==> config.mk <==
export PLATFORM = sky130hd
export DESIGN_NAME = key_watchdog
export DESIGN_NICKNAME = d
export VERILOG_FILES = /design/src/rtl/kw_pkg.sv /design/src/rtl/kw_bus_decode.sv /design/src/rtl/kw_key_seq.sv /design/src/rtl/kw_timer.sv /design/src/rtl/key_watchdog.sv
export SDC_FILE = /design/constraint.sdc
export NUM_CORES = 1
export LEC_CHECK = 0
export CORE_ASPECT_RATIO = 1.5
export CORE_MARGIN = 1
export CORE_UTILIZATION = 25
export DETAILED_ROUTE_END_ITERATION = 6
export HOLD_SLACK_MARGIN = 0.06
export PLACE_DENSITY = 0.53
export SLEW_MARGIN = 0
export SYNTH_ARGS = -nofsm -noshare
export SYNTH_HDL_FRONTEND = slang
export SYNTH_SLANG_ARGS = --single-unit
==> constraint.sdc <==
create_clock -name clk -period 1.8 [get_ports clk]
set_input_delay 0.18 -clock clk [delete_from_list [all_inputs] [get_ports clk]]
set_output_delay 0.18 -clock clk [all_outputs]
set_load 0.1 [all_outputs]
==> src/rtl/kw_pkg.sv <==
// Shared types for the key-sequence watchdog.
// Assumes: a single-cycle write strobe per decoded service register.
package kw_pkg;
    // Decoded write strobes, one per service register.
    typedef struct packed {
        logic arm_wr;   // write to the arming register
        logic cfm_wr;   // write to the confirming register
    } kw_strobe_t;
endpackage

==> src/rtl/kw_bus_decode.sv <==
// Turns a chip-select / offset / write-enable bus cycle into per-register
// write strobes. Assumes the two register offsets are different.
module kw_bus_decode #(
    parameter int ADDR_W = 4,
    parameter logic [ADDR_W-1:0] ARM_OFS = 4'h8,
    parameter logic [ADDR_W-1:0] CFM_OFS = 4'h9
) (
    input  logic              cs,
    input  logic              bus_wr,
    input  logic [ADDR_W-1:0] addr,
    output kw_pkg::kw_strobe_t strb
);
    localparam int NREG = 2;
    localparam logic [ADDR_W-1:0] OFS [NREG] = '{ARM_OFS, CFM_OFS};

    logic [NREG-1:0] hit;

    // One comparator per service register.
    for (genvar g = 0; g < NREG; g++) begin : g_hit
        assign hit[g] = cs && bus_wr && (addr == OFS[g]);
    end

    // Map comparator outputs onto the named strobes.
    always_comb begin
        strb.arm_wr = hit[0];
        strb.cfm_wr = hit[1];
    end
endmodule

==> src/rtl/kw_key_seq.sv <==
// Tracks the two-byte service sequence and emits a one-cycle kick when it
// completes. Assumes `hold` is high while the timer must not be serviced.
module kw_key_seq #(
    parameter int DATA_W = 8,
    parameter logic [DATA_W-1:0] ARM_KEY = 8'h55,
    parameter logic [DATA_W-1:0] CFM_KEY = 8'hAA
) (
    input  logic               clk,
    input  logic               rst_n,
    input  kw_pkg::kw_strobe_t strb,
    input  logic [DATA_W-1:0]  wdata,
    input  logic               hold,
    output logic               kick
);
    logic armed;

    // Armed flag: set by a correct arming byte, dropped by any other service write.
    always_ff @(posedge clk) begin
        if (!rst_n || hold) begin
            armed <= 1'b0;
        end else if (strb.arm_wr) begin
            armed <= (wdata == ARM_KEY);
        end else if (strb.cfm_wr) begin
            armed <= 1'b0;
        end
    end

    // Kick when the confirming byte lands while armed.
    always_comb kick = strb.cfm_wr && armed && (wdata == CFM_KEY) && !hold;

    // any confirming-register write leaves the sequence disarmed.
    p_cfm_disarms_r4: assert property (@(posedge clk) disable iff (!rst_n)
        strb.cfm_wr |=> !armed);

    // a hold clears the sequence.
    p_hold_clears_r7: assert property (@(posedge clk) disable iff (!rst_n)
        hold |=> !armed);
endmodule

==> src/rtl/kw_timer.sv <==
// Timeout counter with reset-pulse generation. Counts down from
// TIMEOUT-1, raises the request for PULSE cycles on expiry, then restarts.
// Assumes TIMEOUT >= 2 and PULSE >= 1.
module kw_timer #(
    parameter int TIMEOUT = 50000,
    parameter int PULSE   = 64
) (
    input  logic clk,
    input  logic rst_n,
    input  logic kick,
    input  logic off,
    output logic req
);
    localparam int CNT_W = $clog2(TIMEOUT);
    localparam int PW    = $clog2(PULSE + 1);
    localparam logic [CNT_W-1:0] RELOAD = CNT_W'(TIMEOUT - 1);
    localparam logic [PW-1:0]    PLAST  = PW'(PULSE - 1);

    logic [CNT_W-1:0] cnt;
    logic [PW-1:0]    pcnt;

    // Countdown, expiry pulse and restart.
    always_ff @(posedge clk) begin
        if (!rst_n || off) begin
            cnt  <= RELOAD;
            pcnt <= '0;
            req  <= 1'b0;
        end else if (req) begin
            if (pcnt == '0) begin
                req <= 1'b0;
                cnt <= RELOAD;
            end else begin
                pcnt <= pcnt - 1'b1;
            end
        end else if (kick) begin
            cnt <= RELOAD;
        end else if (cnt == '0) begin
            req  <= 1'b1;
            pcnt <= PLAST;
        end else begin
            cnt <= cnt - 1'b1;
        end
    end

    // the strap silences the request on the next edge.
    p_quiet_when_off_r7: assert property (@(posedge clk) disable iff (!rst_n)
        off |=> !req);

    // a kick outside a pulse reloads the full period.
    p_reload_on_kick_r3: assert property (@(posedge clk) disable iff (!rst_n)
        (kick && !req && !off) |=> (cnt == RELOAD));

    // the request only rises after the counter has drained.
    p_rise_at_zero_r3: assert property (@(posedge clk) disable iff (!rst_n)
        $rose(req) |-> ($past(cnt) == '0));

    // the pulse is not cut short while its counter is running.
    p_pulse_hold_r6: assert property (@(posedge clk) disable iff (!rst_n)
        (req && pcnt != '0 && !off) |=> req);
endmodule

==> src/rtl/key_watchdog.sv <==
// Key-sequence watchdog top level: bus decode, sequence tracker, timer.
// Assumes a synchronous active-low reset and single-cycle bus writes.
module key_watchdog #(
    parameter int TIMEOUT = 50000,
    parameter int PULSE   = 64,
    parameter int ADDR_W  = 4,
    parameter int DATA_W  = 8,
    parameter logic [ADDR_W-1:0] ARM_OFS = 4'h8,
    parameter logic [ADDR_W-1:0] CFM_OFS = 4'h9,
    parameter logic [DATA_W-1:0] ARM_KEY = 8'h55,
    parameter logic [DATA_W-1:0] CFM_KEY = 8'hAA
) (
    input  logic              clk,
    input  logic              rst_n,
    input  logic              cs,
    input  logic              bus_wr,
    input  logic [ADDR_W-1:0] addr,
    input  logic [DATA_W-1:0] wdata,
    input  logic              wd_off,
    output logic              sys_rst_req
);
    kw_pkg::kw_strobe_t strb;
    logic kick;
    logic hold;

    // Servicing is frozen while the strap is on or a pulse is running.
    always_comb hold = wd_off || sys_rst_req;

    kw_bus_decode #(.ADDR_W(ADDR_W), .ARM_OFS(ARM_OFS), .CFM_OFS(CFM_OFS)) u_dec (
        .cs(cs), .bus_wr(bus_wr), .addr(addr), .strb(strb)
    );

    kw_key_seq #(.DATA_W(DATA_W), .ARM_KEY(ARM_KEY), .CFM_KEY(CFM_KEY)) u_seq (
        .clk(clk), .rst_n(rst_n), .strb(strb), .wdata(wdata), .hold(hold), .kick(kick)
    );

    kw_timer #(.TIMEOUT(TIMEOUT), .PULSE(PULSE)) u_tmr (
        .clk(clk), .rst_n(rst_n), .kick(kick), .off(wd_off), .req(sys_rst_req)
    );

    // reset silences the request on the next edge.
    p_reset_quiet_r9: assert property (@(posedge clk)
        !rst_n |=> !sys_rst_req);

    // no kick is accepted during a pulse.
    p_no_kick_in_pulse_r8: assert property (@(posedge clk) disable iff (!rst_n)
        sys_rst_req |-> !kick);
endmodule

==> reports/results.txt, run 1 <==
WHS -> 0.484 ns
Iteration-0 DRC Markers -> 69
TritonCTS buffer count -> 3
Critical-path cell list -> inv_2, ha_4, nor4b_4, nand4_2, and2_4, or4_1, a31oi_1
1st-pass router iterations -> 4
Cells after Synth -> 174
Largest net degree at the start of global routing -> 16
Post-synth EDFFs -> 0
Reg-to-reg startpoint -> u_tmr.cnt[0]
Setup WS post-layout -> -0.0310 ns
Number of fill cells in the layout -> 583
Yosys reg bits -> 25
Worst-Skew Late Latency -> 0.28 ns
Commonest non-fill, non-tap cell in the layout -> buf_4
IO Count -> 18
Critical path class -> flip-flop to flip-flop
Detailed-route DRC error count -> 0
Critical path endpoint category -> flip-flop
Hold Path Depth -> 2
PD cells -> 463 nW/um^2
Clock Skew -> 0.00596 ns
Overall power -> 1.02 mW
RSZ-0062 raised after global routing -> true
Post-Layout Inst Area -> 2200 um^2
Worst R2R End -> u_tmr.pcnt[4]
Final slew viol count -> 0
Synthesis warning total -> 0
Post-layout nets -> 246
Status -> finished with violations
R2r setup slk -> -0.03 ns
Post-DRT Antenna Nets -> 0
Max Buffers Root-to-Sink -> 2
Startpoint type of the worst setup path -> flip-flop
CP required -> 2.02 ns
Crit-path slowest cell -> or4_1
Ys async rst share -> 0
Cells after DPL -> 287
Max incr delay on CP -> 0.40 ns
Die area -> 6200 um^2
Leakage -> 0.812 nW
Violated checks -> setup timing
Placed Area -> 2000 um^2
Starting density of the core -> 0.264
Maximum VDD drop -> 0.000205 V
Final Hold Violating Endpoints -> 0
Core Area -> 5570 um^2
Hold endpoint -> u_tmr.pcnt[6]
Crit Path Max Fanout -> 7
Share of cells above drive strength 1 -> 0.351
Chip Width -> 64.6 um
Worst hold-check path type -> flip-flop to flip-flop
Global-route wire length before repair -> 7070 um
H-tree Lvls -> 1
Row count -> 33
Slew headroom -> 0.681
Min-delay src -> u_tmr.pcnt[6]
Final Cycle Share -> 1.02
Crit path time final -> 1.83 ns
Multi-input gate area -> 1040 um^2
Worst-Margin Slew -> 0.475 ns
GR Overflow Total -> 0
GRT Total Usage -> 0.146
Clock slew at reported path FFs -> 0.10 ns
GPL Wtd Cong -> 0.742
Fmax -> 546 MHz
Die Ht -> 96.0 um
Synthesized area -> 1470 um^2
# setup viols final -> 3
Number of global-route vias before repair -> 1561
Final Core Density -> 0.394
Mean post-synth cell area -> 8.46 um^2
DR vias -> 1602
Net Count, Synth -> 194
Initial antenna violation count -> 0
Syn-to-layout area delta -> 49.2%
ANT cells -> 0
DR vias/cell -> 5.43
Drt total wl -> 4360 um
Hold_buf cts -> 0
Storage cell area -> 507 um^2
R2R depth -> 7
Setup TNS -> -0.0669 ns
Average wire per standard cell -> 14.8 um
Hpwl dp -> 3250 um
Sequential area share after synthesis -> 0.340
CTS sink count -> 25
Most frequent cells in the layout -> buf_4, dfxtp_1, clkdlybuf4s50_1
Main synth FF type -> dfxtp_1
Yosys cell types -> 50
Final Non-Filler Cells -> 295
CTS Root Buffer Type -> clkbuf_8
Post-Place Worst Slack -> -0.247 ns
CTS tree -> yes
Max-capacitance violation count -> 0
Port bufs -> 17
WP data arrival -> 2.05 ns
==> metal layers <==
metal  up-vias  global-route usage  wire length [um]
met2        29               0.289              2400
met5         -                   0                 0
met4         0              0.0611                65
met1       774               0.155              1790
li1        791                   -                 -
met3         8             0.00948               105
==> registers in the layout, indices dropped and copies added, names as in the netlist <==
| register | cells |
|---|---|
| u_tmr.cnt | 16 |
| u_tmr.pcnt | 7 |
| u_seq.armed | 1 |
| u_tmr.req | 1 |
==> worst max-delay path, delay by kind of cell, from the launching register on <==
family | cells | cell delay, ns
buffers and inverters | 1 | 0.07
adders and majority gates | 1 | 0.13
DFF | 1 | 0.35
AOI/OAI and AO/OA | 1 | 0.13
and+or+nand+nor | 4 | 1.09
==> cells by family (layout without fill, tap and decap cells) <==
logic type	Yosys count	count (layout)	synth area share
fa+ha+maj	3	3	0.0255
simple gates	77	78	0.318
compound gates	47	47	0.244
mux	1	1	0.00680
buf+inv	21	71	0.0655
flops	25	25	0.340
==> cells in the mapped netlist, types with 2 or more instances <==
cell,number,share of area
a2111oi_0,2,0.012
a21boi_0,2,0.010
a21oi_1,7,0.024
a311oi_1,2,0.012
a31oi_1,4,0.017
a41oi_1,2,0.012
and3_1,2,0.0085
buf_2,2,0.0068
buf_6,2,0.015
clkbuf_1,7,0.018
dfxtp_1,25,0.34
ha_1,3,0.026
inv_1,10,0.026
nand2_1,10,0.026
nand3_1,12,0.041
nand3b_1,3,0.015
nand4_1,6,0.026
nor2_1,11,0.028
nor3_1,7,0.024
nor4_1,7,0.030
nor4bb_1,4,0.027
o2111a_1,2,0.015
o211ai_1,4,0.020
o21ai_0,3,0.010
o22ai_1,2,0.0085
o31a_1,3,0.018
o31ai_1,3,0.015
or2_2,2,0.0085
or4_1,4,0.020
==> report_power, final <==
| part | internal (mW) | total [mW] | switching (mW) |
|---|---|---|---|
| logic | 0.0599 | 0.0990 | 0.0391 |
| clock network | 0.158 | 0.362 | 0.204 |
| registers | 0.554 | 0.556 | 0.00254 |
==> how the worst max path moves through the flow <==
stage                      start            end  slack (ns)  depth (start not counted)
global placement        wdata[2]  u_tmr.cnt[13]       -0.27                          7
detailed placement      wdata[2]  u_tmr.cnt[11]       -0.25                          7
CTS                 u_tmr.cnt[0]  u_tmr.pcnt[4]       -0.04                          7
finish              u_tmr.cnt[0]  u_tmr.pcnt[4]       -0.03                          7
floorplan           u_tmr.cnt[1]  u_tmr.cnt[10]      -0.004                          9
global route        u_tmr.cnt[0]  u_tmr.pcnt[6]       -0.14                          7
==> repair_timing <==
item	in CTS	in global routing
gates resized for setup	5	23
pin swaps	2	0
buffers inserted	1	2
cloned	0	1
endpoints found under the setup margin	14	21
==> layout make-up <==
| type | count | area share |
|---|---|---|
| well taps | 70 | 0.0399 |
| multi-input cells | 129 | 0.474 |
| inverters | 10 | 0.0171 |
| clock inverters | 1 | 0.00342 |
| repair buffers | 57 | 0.217 |
| clock buffers | 3 | 0.0188 |
| flip-flops and latches | 25 | 0.231 |
No activity file was read; power rests on OpenSTA's default activity.
==> run 2: changes to the inputs <==
Settings changed: CORE_MARGIN 1 to default.
==> results of run 2 <==
No change in the layout: final DEF, timing and power equal those of run 1.
==> run 3: changes to the inputs <==
--- a/config.mk
+++ b/config.mk
@@ -7,8 +7,8 @@
 export LEC_CHECK = 0
 export CORE_ASPECT_RATIO = 1.5
-export CORE_UTILIZATION = 25
+export CORE_UTILIZATION = 30
 export DETAILED_ROUTE_END_ITERATION = 6
 export HOLD_SLACK_MARGIN = 0.06
-export PLACE_DENSITY = 0.53
+export PLACE_DENSITY = 0.59
 export SLEW_MARGIN = 0
 export SYNTH_ARGS = -nofsm -noshare
==> constraint.sdc (replaced) <==
create_clock -name clk -period 1.8 [get_ports clk]
set_input_delay 0.18 -clock clk [delete_from_list [all_inputs] [get_ports clk]]
set_output_delay 0.18 -clock clk [all_outputs]
set_load 0.02 [all_outputs]
==> run 3 against run 2 <==
- the run still ends with setup timing left
- largest cell class unchanged
- critical path type unchanged
- total power fell by 0.51%
- critical endpoint unchanged
- sequential share of layout area fell by 0.092 points
- clock skew rose by 0.012 ns
- sequential power barely moved
==> reports/results.txt, run 3 (synthesis results as in run 1) <==
Critical path class -> flip-flop to flip-flop
Largest regs -> u_tmr.cnt: 16 flops, u_tmr.pcnt: 7 flops
Row count -> 30 (-9.1%)
Net switching power -> 240 uW (-2.3%)
Max Buffers Root-to-Sink -> 2 (unchanged)
Post-layout nets -> 257 (+4.5%)
Fmax -> 544 MHz (-0.44%)
Clock Power Share -> 0.356 (about the same)
Crit Path Max Fanout -> 7 (unchanged)
Max incr delay on CP -> 0.47 ns (+0.07 ns)
Storage cell area -> 507 um^2 (unchanged)
Hpwl dp -> 3130 um (-3.6%)
Iteration-0 DRC Markers -> 61 (-12%)
Port bufs -> 17 (unchanged)
IO Count -> 18 (unchanged)
Drt total wl -> 4340 um (-0.53%)
WP data arrival -> 2.04 ns (about the same)
Max-capacitance violation count -> 0 (unchanged)
Chip Width -> 59.2 um (-8.4%)
Hold_buf cts -> 0 (unchanged)
Biggest register -> u_tmr.cnt
Initial antenna violation count -> 0 (unchanged)
H-tree Lvls -> 1 (unchanged)
DR vias/cell -> 5.49 (+1.2%)
Core Area -> 4620 um^2 (-17%)
Number of global-route vias before repair -> 1499 (-4.0%)
Startpoint type of the worst setup path -> flip-flop
RSZ-0062 raised after global routing -> true
CTS sink count -> 25 (unchanged)
Crit-path slowest cell -> or4_1
Post-DRT Antenna Nets -> 0 (unchanged)
CTS Root Buffer Type -> clkbuf_8
GPL Wtd Cong -> 0.840 (+13%)
Gate power share -> 0.094 (-0.003)
ANT cells -> 0 (unchanged)
GRT Total Usage -> 0.169 (+0.0230)
Status -> finished with violations
Share of cells above drive strength 1 -> 0.356 (+0.00482)
Seq pwr share -> 0.550 (+0.003)
DR vias -> 1648 (+2.9%)
Setup WS post-layout -> -0.0391 ns (-0.00810 ns)
Most frequent cells in the layout -> buf_4, dfxtp_1, clkdlybuf4s50_1
TritonCTS buffer count -> 3 (unchanged)
Maximum VDD drop -> 0.000238 V (+16%)
# setup viols final -> 1 (-2)
Number of fill cells in the layout -> 458 (-21%)
Critical path endpoint category -> flip-flop
Average wire per standard cell -> 14.5 um (-2.2%)
CP delay by family, top -> simple AND/OR/NAND/NOR gates
Final Hold Violating Endpoints -> 0 (unchanged)
Leakage -> 0.857 nW (+5.6%)
Worst hold-check path type -> flip-flop to flip-flop
Final slew viol count -> 0 (unchanged)
Worst-Skew Late Latency -> 0.28 ns (about the same)
CP required -> 2.00 ns (-0.02 ns)
Die area -> 5190 um^2 (-16%)
Largest net degree at the start of global routing -> 16 (unchanged)
Starting density of the core -> 0.319 (+0.0547)
PD cells -> 459 nW/um^2 (-0.91%)
P_int -> 772 uW (about the same)
Commonest non-fill, non-tap cell in the layout -> buf_4
Violated checks -> setup timing
Net Sw Frac -> 0.237 (-0.00444)
Crit path time final -> 1.84 ns (+0.00810 ns)
Multi-input gate area -> 982 um^2 (-5.5%)
Global-route wire length before repair -> 6670 um (-5.8%)
Worst-Margin Slew -> 0.338 ns (-0.137 ns)
Detailed-route DRC error count -> 0 (unchanged)
Setup TNS -> -0.0391 ns (+0.0279 ns)
Clock Skew -> 0.0179 ns (+0.0119 ns)
Syn-to-layout area delta -> 49.8%
WHS -> 0.516 ns (+0.0319 ns)
Clock slew at reported path FFs -> 0.11 ns (about the same)
GR Overflow Total -> 0 (unchanged)
Critical-path cell list -> inv_2, ha_4, nor4b_4, nand4_2, and2_4, or4_1, a31oi_1
Bufs and invs on worst path -> 1 (unchanged)
Slew headroom -> 0.769 (+0.0879)
1st-pass router iterations -> 4 (unchanged)
Overall power -> 1.01 mW (-0.51%)
Final Cycle Share -> 1.02 (+0.00450)
Die Ht -> 87.8 um (-8.5%)
CTS tree -> yes
Max FFs per register -> 16 (unchanged)
-- run 3: cell types whose count changed in the layout (fill, tap and decap cells not counted), sizes merged --
cell           change
a41o               +1
buf                +9
clkdlybuf4s50      +1
-- run 3: per-stage QoR --
step	worst slack, ns	instance area [um^2]	std cells	util
floorplan	-0.0295	1510	174	-
global placement	-0.224	2030	289	0.440
detailed placement	-0.238	2030	289	0.440
CTS	-0.0252	2130	296	0.460
global route	-0.115	2200	300	0.478
finish	-0.0391	2200	300	0.478
-- run 3: worst register-to-register path, stage by stage, from the launching register on --
cell	delay (ns)
dfxtp_2	0.33
inv_2	0.06
ha_4	0.12
nor4b_4	0.26
nand4_2	0.17
and2_4	0.20
or4_1	0.48
a31oi_1	0.15
-- run 3: timing repair --
action	CTS	global route
endpoints found under the setup margin	8	22
endpoints found under the hold margin	0	0
gates cloned	1	1
setup buffers	2	3
pin swaps	1	3
resized for setup	5	14
-- run 3: metal layers --
layer / up-vias / GRT usage / wire (um) / share of wire
met4: 0 / 0.0736 / 95 / 0.022
met3: 9 / 0.0177 / 99 / 0.023
met1: 792 / 0.183 / 1740 / 0.40
li1: 814 / - / - / -
met5: - / 0 / 0 / 0
met2: 33 / 0.319 / 2410 / 0.55
-- run 3: layout make-up --
class	instances	area share
sequential	25	0.230
tap	64	0.0363
inverter	10	0.0170
multi-input combinational	130	0.446
clock buffer	3	0.0187
timing repair buffer	67	0.249
clock inverter	1	0.00341
-- run 3: final timing paths --
kind                               startpoint            end  slack, ns  cells after the start
worst max-delay path             u_tmr.cnt[0]  u_tmr.pcnt[4]      -0.04                      7
worst min-delay path            u_tmr.pcnt[6]  u_tmr.pcnt[6]       0.52                      2
worst max register to register   u_tmr.cnt[0]  u_tmr.pcnt[4]      -0.04                      7
worst min register to register  u_tmr.pcnt[6]  u_tmr.pcnt[6]       0.52                      2
-- run 3: power by group through the flow --
stage	Combinational (mW)	Sequential [mW]	Clock, mW
4_1_cts	0.0914	0.557	0.366
3_3_place_gp	0.0905	0.570	0
6_report	0.0955	0.557	0.360
5_1_grt	0.103	0.557	0.392
2_1_floorplan	0.0278	0.570	0
3_5_place_dp	0.0907	0.570	0
